$ cat src/rtl/rstk_pkg.sv
package rstk_pkg;
  typedef enum logic [1:0] {
    OP_IDLE,
    OP_PUSH,
    OP_POP,
    OP_REPL
  } stk_op_e;
endpackage

$ cat src/rtl/rstk_ptr.sv
module rstk_ptr
  import rstk_pkg::*;
#(
  parameter int DEPTH = 4,
  localparam int PW = $clog2(DEPTH),
  localparam int CW = $clog2(DEPTH + 1)
) (
  input  logic          clk_i,
  input  logic          rst_ni,
  input  stk_op_e       op_i,
  output logic [PW-1:0] wptr_o,
  output logic [CW-1:0] count_o,
  output logic          empty_o,
  output logic          full_o,
  output logic          underflow_o
);
  logic [PW-1:0] wptr_q, wptr_d;
  logic [CW-1:0] cnt_q, cnt_d;
  logic          uf_q, uf_d;

  assign empty_o = (cnt_q == '0);
  assign full_o  = (cnt_q == CW'(DEPTH));

  always_comb begin
    wptr_d = wptr_q;
    cnt_d  = cnt_q;
    uf_d   = 1'b0;
    unique case (op_i)
      OP_PUSH: begin
        wptr_d = wptr_q + 1'b1;
        if (!full_o) cnt_d = cnt_q + 1'b1;  // full: oldest slot overwritten
      end
      OP_POP: begin
        if (empty_o) uf_d = 1'b1;
        else begin
          wptr_d = wptr_q - 1'b1;
          cnt_d  = cnt_q - 1'b1;
        end
      end
      OP_REPL: begin
        if (empty_o) begin
          uf_d   = 1'b1;
          wptr_d = wptr_q + 1'b1;
          cnt_d  = CW'(1);
        end
      end
      default: ;
    endcase
  end

  always_ff @(posedge clk_i or negedge rst_ni) begin
    if (!rst_ni) begin
      wptr_q <= '0;
      cnt_q  <= '0;
      uf_q   <= 1'b0;
    end else begin
      wptr_q <= wptr_d;
      cnt_q  <= cnt_d;
      uf_q   <= uf_d;
    end
  end

  assign wptr_o      = wptr_q;
  assign count_o     = cnt_q;
  assign underflow_o = uf_q;
endmodule

$ cat src/rtl/rstk_mem.sv
module rstk_mem
  import rstk_pkg::*;
#(
  parameter int DEPTH = 4,
  parameter int AW = 11,
  localparam int PW = $clog2(DEPTH)
) (
  input  logic          clk_i,
  input  logic          rst_ni,
  input  stk_op_e       op_i,
  input  logic [PW-1:0] wptr_i,
  input  logic          empty_i,
  input  logic [AW-1:0] wdata_i,
  output logic [AW-1:0] top_o
);
  logic [AW-1:0] slot_q [DEPTH];
  logic [PW-1:0] top_idx, wr_idx;
  logic          wr_en;

  assign top_idx = wptr_i - 1'b1;
  assign wr_en   = (op_i == OP_PUSH) || (op_i == OP_REPL);
  assign wr_idx  = (op_i == OP_REPL && !empty_i) ? top_idx : wptr_i;
  assign top_o   = slot_q[top_idx];

  for (genvar i = 0; i < DEPTH; i++) begin : g_slot
    always_ff @(posedge clk_i or negedge rst_ni) begin
      if (!rst_ni) slot_q[i] <= '0;
      else if (wr_en && wr_idx == PW'(i)) slot_q[i] <= wdata_i;
    end
  end
endmodule

$ cat src/rtl/rstk_irq.sv
module rstk_irq (
  input  logic clk_i,
  input  logic rst_ni,
  input  logic req_i,
  input  logic full_i,
  input  logic busy_i,
  output logic ack_o,
  output logic pend_o
);
  logic pend_q, want;

  assign want  = pend_q | req_i;
  assign ack_o = want & ~full_i & ~busy_i;

  always_ff @(posedge clk_i or negedge rst_ni) begin
    if (!rst_ni) pend_q <= 1'b0;
    else         pend_q <= want & ~ack_o;
  end

  assign pend_o = pend_q;
endmodule

$ cat src/rtl/rstk.sv
module rstk
  import rstk_pkg::*;
#(
  parameter int DEPTH = 4,
  parameter int AW = 11,
  localparam int PW = $clog2(DEPTH),
  localparam int CW = $clog2(DEPTH + 1)
) (
  input  logic          clk_i,
  input  logic          rst_ni,
  input  logic          push_i,
  input  logic          pop_i,
  input  logic [AW-1:0] addr_i,
  input  logic          irq_req_i,
  output logic [AW-1:0] pop_addr_o,
  output logic          irq_ack_o,
  output logic          irq_pend_o,
  output logic [CW-1:0] count_o,
  output logic          full_o,
  output logic          empty_o,
  output logic          underflow_o
);
  stk_op_e       op;
  logic [PW-1:0] wptr;

  rstk_irq u_irq (
    .clk_i  (clk_i),
    .rst_ni (rst_ni),
    .req_i  (irq_req_i),
    .full_i (full_o),
    .busy_i (push_i | pop_i),
    .ack_o  (irq_ack_o),
    .pend_o (irq_pend_o)
  );

  always_comb begin
    if (irq_ack_o)            op = OP_PUSH;
    else if (push_i && pop_i) op = OP_REPL;
    else if (push_i)          op = OP_PUSH;
    else if (pop_i)           op = OP_POP;
    else                      op = OP_IDLE;
  end

  rstk_ptr #(.DEPTH(DEPTH)) u_ptr (
    .clk_i       (clk_i),
    .rst_ni      (rst_ni),
    .op_i        (op),
    .wptr_o      (wptr),
    .count_o     (count_o),
    .empty_o     (empty_o),
    .full_o      (full_o),
    .underflow_o (underflow_o)
  );

  rstk_mem #(.DEPTH(DEPTH), .AW(AW)) u_mem (
    .clk_i   (clk_i),
    .rst_ni  (rst_ni),
    .op_i    (op),
    .wptr_i  (wptr),
    .empty_i (empty_o),
    .wdata_i (addr_i),
    .top_o   (pop_addr_o)
  );
endmodule

$ cat config.mk
export PLATFORM = sky130hd
export DESIGN_NAME = rstk
export DESIGN_NICKNAME = d
export VERILOG_FILES = /design/src/rtl/rstk_pkg.sv /design/src/rtl/rstk_ptr.sv /design/src/rtl/rstk_mem.sv /design/src/rtl/rstk_irq.sv /design/src/rtl/rstk.sv
export SDC_FILE = /design/constraint.sdc
export NUM_CORES = 1
export LEC_CHECK = 0
export ABC_AREA = 1
export BUFFER_PORTS_ARGS = -buffer_cell sky130_fd_sc_hd__buf_2
export CAP_MARGIN = 20
export CORE_MARGIN = 5
export CORE_UTILIZATION = 45
export CTS_CLUSTER_DIAMETER = 40
export DETAILED_ROUTE_END_ITERATION = 6
export SLEW_MARGIN = 20
export SYNTH_ARGS = -nofsm -noshare
export SYNTH_HDL_FRONTEND = slang
export SYNTH_HIERARCHICAL = 1
export SYNTH_SLANG_ARGS = --single-unit
$ cat constraint.sdc
create_clock -name clk_i -period 3.3 [get_ports clk_i]
set_clock_uncertainty 0.15 [all_clocks]
set_input_delay 0.165 -clock clk_i [delete_from_list [all_inputs] [get_ports clk_i]]
set_output_delay 0.165 -clock clk_i [all_outputs]
set_load 0.03 [all_outputs]
---- Yosys cells after proc, flatten, opt, wreduce, memory -nomap -nowiden ----
Index checks and enable logic that the tools add are counted.
storage, ports and cells
  register bits after elaboration ......... 51
  bits of input ports ..................... 16
  output and inout bits ................... 19
  word-level logic and storage cells ...... 63
cells by class
  add/subtract/negate cells ............... 4
  $lt $le $gt $ge ......................... 1
  eq/ne operators ......................... 10
  multiplexer cells ....................... 17
  bitwise logic cells ..................... 9
  reductions and logical operators ........ 14
operators by type and width
  operator             number
  $bmux 11 s2          1
  $mux 11              2
  $mux 2               7
  $mux 3               3
  $pmux 3 s3           1
  $eq 2x2->1 const B   4
  $logic_and 1x1->1    6
  $pmux 2 s3           1
  $eq 2x1->1 const B   2
  $ne 2x2->1 const B   2
  $reduce_and 4->1     1
  $add 3x1->3 const B  1
  $and 1x1->1          3
  $eq 3x3->1 const B   1
  $ge 3x3->1 const B   1
  $logic_not 3->1      1
  $not 1->1            3
  $not 2->3            1
  $reduce_and 3->1     1
  $reduce_bool 3->1    1
  $sub 3x1->3 const B  1
  $add 2x1->2 const B  1
  $logic_not 2->1      1
  $mux 1               2
  other kinds (6)      7

---- Depth between registers and ports, before layout ----
Gate-level depths: netlist (run 1).
  depth after elaboration ................. 10
  depth in mapped cells ................... 20

---- Modules after synthesis ----
The synthesis (run 1) kept the hierarchy.
modules (own cells, without submodules)
  module    times used  cells an instance  area each (um^2)  sequential area each (um^2)
  rstk_mem  1           279                2185.8            1101.1
  rstk_ptr  1           63                 426.7             150.1
  rstk_irq  1           8                  51.3              25.0
  rstk      1           6                  25.0              0.0

---- Least setup slack after synthesis (run 1) ----
OpenSTA, ideal clock, no wires.
  path type ............................... reg-to-reg
  start ................................... reg u_ptr.cnt_q[2], in the netlist u_ptr/count_o[2]
  end ..................................... reg u_ptr.cnt_q[2], in the netlist u_ptr/count_o[2]
  setup time .............................. 0.118 ns
  data arrival time ....................... 3.007 ns
  required time ........................... 3.032 ns
  slack ................................... 0.026 ns
  cell stages (with the launch flop) ...... 21
  buffers on the path ..................... 0
  cell sequence ........................... dfrtp_1 inv_1 nor3_1 clkinv_1 nand2_1 nor2_1 inv_1 nand2_1 inv_1 nand2_1 nand2_1 nand2_1 inv_1 ha_1 inv_1 nand2_1 inv_1 nand2_1 nand2_1 nand3_1 nand2_1
on the way
  cells in the longest elaborated chain, start to end .. 8
  elaborated cells between the ends (all ways) .. 19
  classes of those cells .................. 2 x add/sub; 7 x eq/ne; 4 x mux; 3 x bitwise; 3 x reduce/logical
ends and longest elaborated chain
  item                                             line            text
  start, declared                                  rstk_ptr.sv:18  logic [CW-1:0] cnt_q, cnt_d;
  start signal, assigned                           rstk_ptr.sv:58  cnt_q <= cnt_d;
  $eq 3x3->1 (*)                                   rstk_ptr.sv:22  assign full_o = (cnt_q == CW'(DEPTH));
  named net full_o                                 rstk.sv:19      output logic full_o,
  $not 1->1 (*)                                    rstk_irq.sv:13  assign ack_o = want & ~full_i & ~busy_i;
  $and 1x1->1 (*) (2 in series)                    rstk_irq.sv:13
  named net irq_ack_o                              rstk.sv:16      output logic irq_ack_o,
  $mux 2 (*)                                       rstk.sv:37      if (irq_ack_o) op = OP_PUSH;
  named net op[0]                                  rstk.sv:23      stk_op_e op;
  $eq 2x1->1 / $eq 2x2->1 (equally long branches)  rstk_ptr.sv:28  unique case (op_i)
  $ne 2x2->1 (no line) (tied with other cells)     --
  $reduce_and 4->1 (no line)                       --
Mark *: on every way through the listed nets, which the timed path passes. The rest lies on a longest branch. The select of a mux whose other input is x is not followed.
A chain may end at the register's enable or synchronous reset.

---- Worst setup path after layout (run 1) ----
  start ................................... reg u_ptr.cnt_q[2], in the netlist u_ptr/count_o[2]
  end ..................................... reg u_mem/slot_q[27] in the netlist's numbering
on the way
  cells in the longest elaborated chain, start to end .. 10
  elaborated cells between the ends (all ways) .. 14
  classes of those cells .................. 4 x eq/ne; 2 x mux; 3 x bitwise; 5 x reduce/logical
ends and longest elaborated chain
  item                           line                            text
  $eq 3x3->1 (*)                 rstk_ptr.sv:22
  $not 1->1 (*)                  rstk_irq.sv:13
  $and 1x1->1 (*) (2 in series)  rstk_irq.sv:13
  $mux 2 (*)                     rstk.sv:37
  named net op[0]                rstk.sv:23
  $eq 2x2->1                     rstk_mem.sv:21, rstk_mem.sv:22
  $logic_and 1x1->1              rstk_mem.sv:22                  assign wr_idx = (op_i == OP_REPL && !empty_i) ? top_idx : wptr_i;
  $mux 2                         rstk_mem.sv:22
  $eq 2x1->1                     rstk_mem.sv:28                  else if (wr_en && wr_idx == PW'(i)) slot_q[i] <= wdata_i;
  $logic_and 1x1->1 (*)          rstk_mem.sv:28
  end signal, assigned by index  rstk_mem.sv:28
  end, declared                  rstk_mem.sv:16                  logic [AW-1:0] slot_q [DEPTH];
Mark *: on every way through the listed nets, which the timed path passes. The rest lies on a longest branch.

==> results of run 1 <==
[flip-flops by register name, indices dropped and copies added (netlist names)]
signal,count
u_mem/slot_q,44
u_ptr/count_o,3
u_ptr/wptr_o,2
u_irq/pend_o,1
u_ptr/underflow_o,1
[critical path, delay by kind of cell, from the launching register on]
| kind | cells | cell delay [ns] |
|---|---|---|
| buffers and inverters | 5 | 0.75 |
| flip-flops | 1 | 0.44 |
| AND/OR/NAND/NOR | 7 | 1.55 |
[per-stage QoR]
stage | instances | total power (W) | area (um^2) | util
2_1_floorplan | 356 | 0.002399 | 2689 | -
3_3_place_gp | 450 | 0.002814 | 2872 | 0.4908
3_5_place_dp | 450 | 0.002854 | 2872 | 0.4908
4_1_cts | 471 | 0.003250 | 3100 | 0.5299
5_1_grt | 471 | 0.003505 | 3100 | 0.5299
6_report | 471 | 0.003238 | 3100 | 0.5299
[synth_stat cells]
cell,number,share of area
xor2_1,1,0.0033
nand2_1,157,0.22
nand3_1,38,0.071
nand2_2,7,0.016
clkbuf_1,8,0.011
ha_1,1,0.0047
nand3_2,3,0.011
inv_2,3,0.0042
nor2_4,2,0.0084
nor3_1,1,0.0019
buf_2,5,0.0093
nor2_2,4,0.0093
inv_1,21,0.029
nor2_1,8,0.011
o21ai_1,1,0.0019
xnor2_1,1,0.0033
a22oi_1,6,0.017
buf_6,3,0.013
a21oi_1,1,0.0019
clkinv_1,2,0.0028
buf_4,4,0.011
nand4_1,28,0.065
dfrtp_1,51,0.47
[routing by layer]
layer / routed length, um / share of wire / up-vias
met5: 0 / 0 / -
met1: 3344 / 0.46 / 1187
met2: 3351 / 0.47 / 76
met3: 405 / 0.056 / 9
met4: 91 / 0.013 / 0
li1: - / - / 1226
[report_power, final]
part | switching [W] | internal (W)
clock network | 0.000216 | 0.000172
registers | 0.000184 | 0.000918
logic | 0.00125 | 0.000494
total | 0.00165 | 0.00158
[area by class of cell]
type                            count  area share
Inverter                           26     0.03148
Timing Repair Buffer               52      0.1090
Sequential cell                    51      0.4116
Tap cell                           75     0.03027
Clock buffer                        6     0.02663
Clock inverter                      2    0.005246
Multi-Input combinational cell    259      0.3858
[layout by cell type, fill, tap and decap left out, drive strengths merged]
master and instances:
nand2 164, o21ai 1, dfrtp 51, buf 39, nor3 1, nand3 41, nor2 14, ha 1
a22oi 6, nand4 28, dlygate4sd3 13, inv 24, xor2 1, xnor2 1, clkinv 3, clkbuf 6
clkinvlp 1, a21oi 1
[worst paths after layout]
check                                 start               end  slack (ns)  cells after the start
max in group asynchronous            rst_ni   u_mem/slot_q[8]        1.98                      3
min reg2reg                u_mem/slot_q[19]  u_mem/slot_q[19]        0.33                      2
max                        u_ptr/count_o[2]  u_mem/slot_q[27]        0.34                     12
max reg2reg                u_ptr/count_o[2]  u_mem/slot_q[27]        0.34                     12
min                                  push_i      u_irq/pend_o        0.06                      5
min in group asynchronous            rst_ni  u_mem/slot_q[42]        0.23                      2
[cell families after synthesis]
logic type	synth area share
xor gates and xnor gates	0.006516
DFF	0.4746
AOI/OAI and AO/OA	0.02047
buffers and inverters	0.08050
and+or+nand+nor	0.4132
adders and majority gates	0.004653
[timing repair]
item / CTS / global route
endpoints found under the hold margin: 55 / 0
hold buffers: 13 / 0
resized for setup: 0 / 0
==> results.yml, run 1 <==
logic_synthesis:
  synth_area_um2: 2689
  postSynthCellCount: 356
  post_synth.cell_area_avg_um2: 7.553
  synth_fp_nets: 373
  ys_ff_latch: 51
  ys_seq_area_frac: 0.4746
  synth_warnings: 6
  synthDistinctLibCells: 23
sta:
  tightest_slew_ns: 0.8901
  setup_tns_ns: 0
  rsz0062_at_grt: "no"
  relSlewSlack: 0.4059
  hold_viol_final: 0
  max_freq_mhz: 338.1
  fin_ws_ns: 0.3420
  fin_crit_sh: 0.8964
  fin_hold_ws_ns: 0.06321
  drv_slew: 0
  finalCriticalPeriod_ns: 2.958
  setup_viol: 0
worst_setup_path:
  start_kind: "flip-flop"
  slowest_stage: "nor2_2"
  required_ns: 3.40
  worstSetupEndpointType: "flip-flop"
  crit_fanout: 27
  arrival_ns: 3.06
  crit_chain: "inv_1 -> nor3_1 -> clkinv_1 -> nand2_1 -> nor2_1 -> inv_1 -> nand2_1 -> buf_4 -> inv_1 -> nor2_2 -> nand3_1 -> nand2_1"
  max_stage_delay_ns: 0.70
  setup.worst_path.class: "flip-flop to flip-flop"
route:
  firstDrtPassIters: 5
  routed_via_density: 5.304
  drt_wl_total_um: 7192
  drtAntennaViolNets: 0
  avgRoutedWirePerCell_um: 15.27
  drc: 0
  vias: 2498
  drtIter0Drc: 206
floorplan:
  core_um2: 5851
  die-height_um: 87.30
  num_io_pins: 35
  die_w_um: 87.30
  row_count: 28
  dieArea_um2: 7621
  initial_core_util: 0.4596
clock_network:
  post_cts_buffers: 0
  clock_sinks: 51
  cts_inserted_buffers: 5
  htreeDepth: 2
  path_clk_slew_ns: 0.10
  cts_tree: "built"
  clock_latency_ns: 0.30
  cts_root_buffer: "clkbuf_8"
  cts_buffer_depth: 2
placed_design:
  place_ws_ns: 0.4149
  gp_congestion: 0.8405
  dp_hpwl_um: 4629
  io_buffers: 34
flow_run:
  drv_cap: 0
cells_and_area:
  multi_input_area_um2: 1196
  fill_cells: 553
  register_area_um2: 1276
  diodes: 0
  drive_gt1_frac: 0.1667
  areaGrowthSynthToFinish_pct: 15.31
  final_nets: 412
grt:
  grt_use_met2: 0.3212
  grt_pass1_wl_um: 11720
  met1_usage: 0.2771
  gr-total-overflow: 0
  track_usage: 0.1987
  grt.met3_usage: 0.03027
  antenna_found_initial: 0
  grt_busiest_layer: "met2"
  grt_pass1_vias: 2351
  grt_max_degree: 28
pwr:
  powerDensity_nw_per_um2: 1044
  p_leak_nw: 1.700
  ir_drop_uv: 522.6
outcome:
  run_status: "complete, no violations"
hold_path:
  worstHoldPathType: "primary input to flip-flop"
Power figures use the tool's default switching activity.
==> inputs of run 2 (changes only) <==
--- a/config.mk
+++ b/config.mk
@@ -8,10 +8,12 @@
 export ABC_AREA = 1
 export BUFFER_PORTS_ARGS = -buffer_cell sky130_fd_sc_hd__buf_2
 export CAP_MARGIN = 20
+export CORE_ASPECT_RATIO = 0.8
 export CORE_MARGIN = 5
 export CORE_UTILIZATION = 45
 export CTS_CLUSTER_DIAMETER = 40
 export DETAILED_ROUTE_END_ITERATION = 6
+export GPL_TIMING_DRIVEN = 0
 export SLEW_MARGIN = 20
 export SYNTH_ARGS = -nofsm -noshare
 export SYNTH_HDL_FRONTEND = slang
==> constraint.sdc (replaced) <==
create_clock -name clk_i -period 3.6 [get_ports clk_i]
set_clock_uncertainty 0.15 [all_clocks]
set_input_delay 0.18 -clock clk_i [delete_from_list [all_inputs] [get_ports clk_i]]
set_output_delay 0.18 -clock clk_i [all_outputs]
set_load 0.03 [all_outputs]
==> results.yml, run 2 (same netlist as run 1, synthesis figures left out) <==
clock_network:
  ctsResizeCount: 0
  clock_sinks: 51
  cts_root_buffer: "clkbuf_8"
  post_cts_buffers: 0
  htreeDepth: 2
  clock_latency_ns: 0.30
  cts_tree: "built"
  cts_hold_buffers: 8
  cts_buffer_depth: 2
  path_clk_slew_ns: 0.10
  cts_inserted_buffers: 5
cells_and_area:
  largest-register: "u_mem/slot_q"
  final_util: 0.5395
  largest_reg_flops: 44
  final_cell_mix: "nand2_1, dfrtp_1, buf_2, nand3_1, nand4_1"
  drive_gt1_frac: 0.1798
  diodes: 0
  layout_commonest_cell: "nand2_1"
  areaGrowthSynthToFinish_pct: 17.36
  final_nets: 422
sta:
  setup_tns_ns: 0
  drv_slew: 0
  setup_viol: 0
  relSlewSlack: 0.5463
  finalCriticalPeriod_ns: 2.793
  fin_crit_sh: 0.7759
  max_freq_mhz: 358.0
  rsz0062_at_grt: "no"
  fin_hold_ws_ns: 0.004498
  fin_ws_ns: 0.8067
  tightest_slew_ns: 0.6806
  hold_viol_final: 0
grt:
  antenna_found_initial: 0
  gr-total-overflow: 0
  track_usage: 0.2151
  grt_pass1_vias: 2493
  grt_pass1_wl_um: 12500
  grt_max_degree: 52
floorplan:
  initial_core_util: 0.4597
  row_count: 25
  die-height_um: 79.14
  dieArea_um2: 7631
  core_um2: 5849
  num_io_pins: 35
  die_w_um: 96.43
pwr:
  powerDensity_nw_per_um2: 986.6
  comb_power_share: 0.545
  p_leak_nw: 1.731
  seq_power_share: 0.323
  power_switching_share: 0.4993
  p_int_w: 0.001559
  power_frac_clock: 0.132
  ir_drop_uv: 464.5
  power_switching_w: 0.001555
worst_setup_path:
  start_kind: "flip-flop"
  arrival_ns: 2.89
  required_ns: 3.69
  crit_fanout: 10
  worstSetupEndpointType: "flip-flop"
  setup.worst_path.class: "flip-flop to flip-flop"
route:
  vias: 2513
  routed_via_density: 5.160
  drc: 0
  avgRoutedWirePerCell_um: 15.27
  drtAntennaViolNets: 0
  drt_wl_total_um: 7435
  drtIter0Drc: 229
  firstDrtPassIters: 5
placed_design:
  place_ws_ns: 0.7965
  dp_hpwl_um: 4714
  io_buffers: 34
  gp_congestion: 0.7981
hold_path:
  worstHoldPathType: "primary input to flip-flop"
outcome:
  run_status: "complete, no violations"
flow_run:
  drv_cap: 0
run 2: cell types whose count changed in the layout (fill, tap and decap cells not counted), moves of 3 or more:
cell           previous run  this run
buf_2                    34        38
clkbuf_1                  0         8
dlygate4sd3_1            13         8
buf_6                     0         3
run 2: cell type report:
class                           count  area, um^2
Clock inverter                      3       43.79
Timing Repair Buffer               42       252.7
Buffer                             20       118.9
Tap cell                           81       101.3
Clock buffer                        5       68.82
Fill cell                         601        2694
Sequential cell                    51        1276
Multi-Input combinational cell    259        1196
Inverter                           26       97.59
run 2: path summary, 6_finish.rpt:
check                            startpoint                to  slack, ns  depth (start not counted)
setup / recovery           u_ptr/count_o[2]   u_mem/slot_q[6]       0.81                         13
hold / removal                    addr_i[9]  u_mem/slot_q[31]      0.004                          3
setup reg to reg           u_ptr/count_o[2]   u_mem/slot_q[6]       0.81                         13
hold reg to reg             u_mem/slot_q[1]   u_mem/slot_q[1]       0.33                          2
max in group asynchronous            rst_ni  u_mem/slot_q[34]       2.58                          2
min in group asynchronous            rst_ni  u_mem/slot_q[21]       0.29                          2
run 2: power by group through the flow:
stage	clock, W	sequential, W	combinational (W)
6_report	0.000410	0.00101	0.00170
5_1_grt	0.000446	0.00104	0.00189
4_1_cts	0.000421	0.00100	0.00169
3_5_place_dp	0	0.00101	0.00168
3_3_place_gp	0	0.00101	0.00166
2_1_floorplan	0	0.00102	0.00118
run 2: per-stage QoR:
stage	total power, W	area (um^2)	std cells
CTS	0.003118	3156	487
finish	0.003113	3156	487
detailed placement	0.002696	2963	471
floorplan	0.002199	2689	356
global placement	0.002673	2960	471
global route	0.003381	3156	487
run 2: critical path, cell delays in order (launching register included):
cell	delay, ns
dfrtp_1	0.44
inv_1	0.15
nor3_1	0.36
clkinv_1	0.11
nand2_1	0.08
nor2_1	0.06
nor2_2	0.35
nand3_1	0.22
nand2_1	0.12
nand2_2	0.11
nor2_2	0.17
buf_4	0.24
nand3_1	0.09
nand2_1	0.07
run 2: metal layers:
metal / track usage / part of all wire
met1: 0.3171 / 0.50
met2: 0.3081 / 0.42
met3: 0.05398 / 0.066
met4: 0.06723 / 0.012
met5: 0 / 0
==> inputs of run 3 (changes only) <==
--- a/config.mk
+++ b/config.mk
@@ -5,7 +5,7 @@
 export SDC_FILE = /design/constraint.sdc
 export NUM_CORES = 1
 export LEC_CHECK = 0
-export ABC_AREA = 1
+export ABC_AREA = 0
 export BUFFER_PORTS_ARGS = -buffer_cell sky130_fd_sc_hd__buf_2
 export CAP_MARGIN = 20
 export CORE_ASPECT_RATIO = 0.8
==> constraint.sdc (replaced) <==
create_clock -name clk_i -period 2.79 [get_ports clk_i]
set_clock_uncertainty 0.15 [all_clocks]
set_input_delay 0.1395 -clock clk_i [delete_from_list [all_inputs] [get_ports clk_i]]
set_output_delay 0.1395 -clock clk_i [all_outputs]
set_load 0.03 [all_outputs]
==> results.yml, run 3 <==
outcome:
  run_status: "complete, no violations"
floorplan:
  num_io_pins: 35
  initial_core_util: 0.4716
  row_count: 24
  die_w_um: 95.31
  dieArea_um2: 7458
  core_um2: 5555
  die-height_um: 78.25
logic_synthesis:
  postSynthCellCount: 167
  synth_warnings: 6
  synth_area_um2: 2620
  synth_commonest_cells: "dfrtp_1, mux2_4, mux2_2"
  async_flop_share: 1.000
  synthTopCellsByArea: "dfrtp_1, mux2_4, mux4_2"
  synthDistinctLibCells: 42
  ys.flop_type: "dfrtp_1"
  synth_top_area_frac: 0.4871
  synth_fp_nets: 184
  yosysMostFrequentCell: "dfrtp_1"
  post_synth.cell_area_avg_um2: 15.69
  ys_seq_area_frac: 0.4871
  ys_ff_latch: 51
  synth_top_area_cell: "dfrtp_1"
  synth_edf_count: 0
hold_path:
  worstHoldPathType: "primary input to flip-flop"
clock_network:
  cts_inserted_buffers: 5
  cts_buffer_depth: 2
  clock_sinks: 51
  path_clk_slew_ns: 0.10
  cts_tree: "built"
  clock_latency_ns: 0.30
  htreeDepth: 2
  cts_root_buffer: "clkbuf_8"
cells_and_area:
  layout_commonest_cell: "dfrtp_1"
  drive_gt1_frac: 0.5676
  layoutNonFillerInstCount: 300
  final_nets: 238
  final_util: 0.5689
  areaGrowthSynthToFinish_pct: 20.63
  largest_reg_flops: 44
  diodes: 0
  largest-register: "u_mem/slot_q"
  final_cell_mix: "dfrtp_1, buf_2, mux2_4"
worst_setup_path:
  r2r_setup_slack_ns: 0.19
  crit_family: "simple AND/OR/NAND/NOR gates"
  worstSetupEndpointType: "flip-flop"
  start_kind: "flip-flop"
  arrival_ns: 2.64
  required_ns: 2.82
  crit_fanout: 10
  max_stage_delay_ns: 0.53
  setup.worst_path.class: "flip-flop to flip-flop"
  cp_num_buf_inv: 1
  crit_chain: "nor3b_4 -> nor3_4 -> or2_4 -> buf_6 -> nand2b_4 -> xnor2_1 -> ha_2 -> nand2b_1 -> o221ai_1 -> o221ai_2"
  slowest_stage: "dfrtp_1"
sta:
  fin_ws_ns: 0.1880
  drv_slew: 0
  hold_viol_final: 0
  rsz0062_at_grt: "no"
  max_freq_mhz: 384.3
  finalCriticalPeriod_ns: 2.602
  tightest_slew_ns: 0.7588
  setup_viol: 0
  fin_crit_sh: 0.9326
  setup_tns_ns: 0
  relSlewSlack: 0.4941
route:
  vias: 1537
  drtAntennaViolNets: 0
  firstDrtPassIters: 6
  drc: 0
  drt_wl_total_um: 5255
  routed_via_density: 5.123
  drtIter0Drc: 50
  avgRoutedWirePerCell_um: 17.52
pwr:
  power.total_w: 0.004139
  ir_drop_uv: 666.0
  p_leak_nw: 1.438
  powerDensity_nw_per_um2: 1310
placed_design:
  dp_hpwl_um: 3536
  place_ws_ns: 0.2269
  placed_cells: 279
  gp_congestion: 0.7522
  io_buffers: 34
grt:
  antenna_found_initial: 0
  gr-total-overflow: 0
  track_usage: 0.1512
  grt_pass1_vias: 1672
  grt_max_degree: 52
  grt_pass1_wl_um: 8721
flow_run:
  drv_cap: 0
-- run 3: worst min-delay path: cells and delay by family --
kind	cells	cell delay [ns]
buffers and inverters	1	0.08
AND/OR/NAND/NOR	3	0.29
-- run 3: cell type report --
cell class              instances  area [um^2]
fillers                       440         2395
flip-flops and latches         51         1279
multi-input cells             103         1271
repair buffers                 47        302.8
plain buffers                  11        103.9
well taps                      78        97.59
clock buffers                   6        82.58
clock inverters                 2        16.27
inverters                       2        7.507
-- run 3: metrics by stage --
step           hold slack [ns]  cell area [um^2]
3_5_place_dp            0.2671              2929
4_1_cts                 0.1095              3158
2_1_floorplan          -0.3061              2661
5_1_grt                 0.1467              3161
6_report                0.1088              3161
3_3_place_gp            0.2288              2929
-- run 3: routing by layer --
metal | part of all wire | GRT usage | wire (um)
met3 | 0.032 | 0.03155 | 170
met5 | 0 | 0 | 0
met2 | 0.48 | 0.2425 | 2537
met4 | 0.0069 | 0.03458 | 36
met1 | 0.48 | 0.2112 | 2511
-- run 3: path summary, 6_finish.rpt --
kind                                    end        startpoint  depth (start not counted)
setup / recovery           u_ptr/count_o[2]  u_ptr/count_o[0]                         10
hold / removal                 u_irq/pend_o             pop_i                          4
setup reg to reg           u_ptr/count_o[2]  u_ptr/count_o[0]                         10
hold reg to reg             u_mem/slot_q[2]   u_mem/slot_q[2]                          1
max in group asynchronous  u_ptr/count_o[2]            rst_ni                          2
min in group asynchronous      u_irq/pend_o            rst_ni                          2
-- run 3: cell families (layout without fill, tap and decap cells) --
| logic type | Yosys count | count (layout) | synth area share |
|---|---|---|---|
| AOI/OAI and AO/OA | 11 | 11 | 0.03677 |
| muxes | 56 | 56 | 0.3305 |
| buffers and inverters | 13 | 68 | 0.04107 |
| adders and majority gates | 1 | 1 | 0.004775 |
| DFF | 51 | 51 | 0.4871 |
| xor gates and xnor gates | 8 | 8 | 0.02961 |
| and+or+nand+nor | 27 | 27 | 0.07020 |
-- run 3: where the power goes --
group | internal, W | leakage (nW) | switching [W]
Clock | 0.000203 | 0.0474 | 0.000245
Sequential | 0.00112 | 0.601 | 0.000241
Combinational | 0.00120 | 0.790 | 0.00113
-- run 3: timing repair --
action	CTS	global route
buffers inserted	0	0
hold endpoints to repair	96	0
hold buffers	13	0
gates resized for setup	0	0
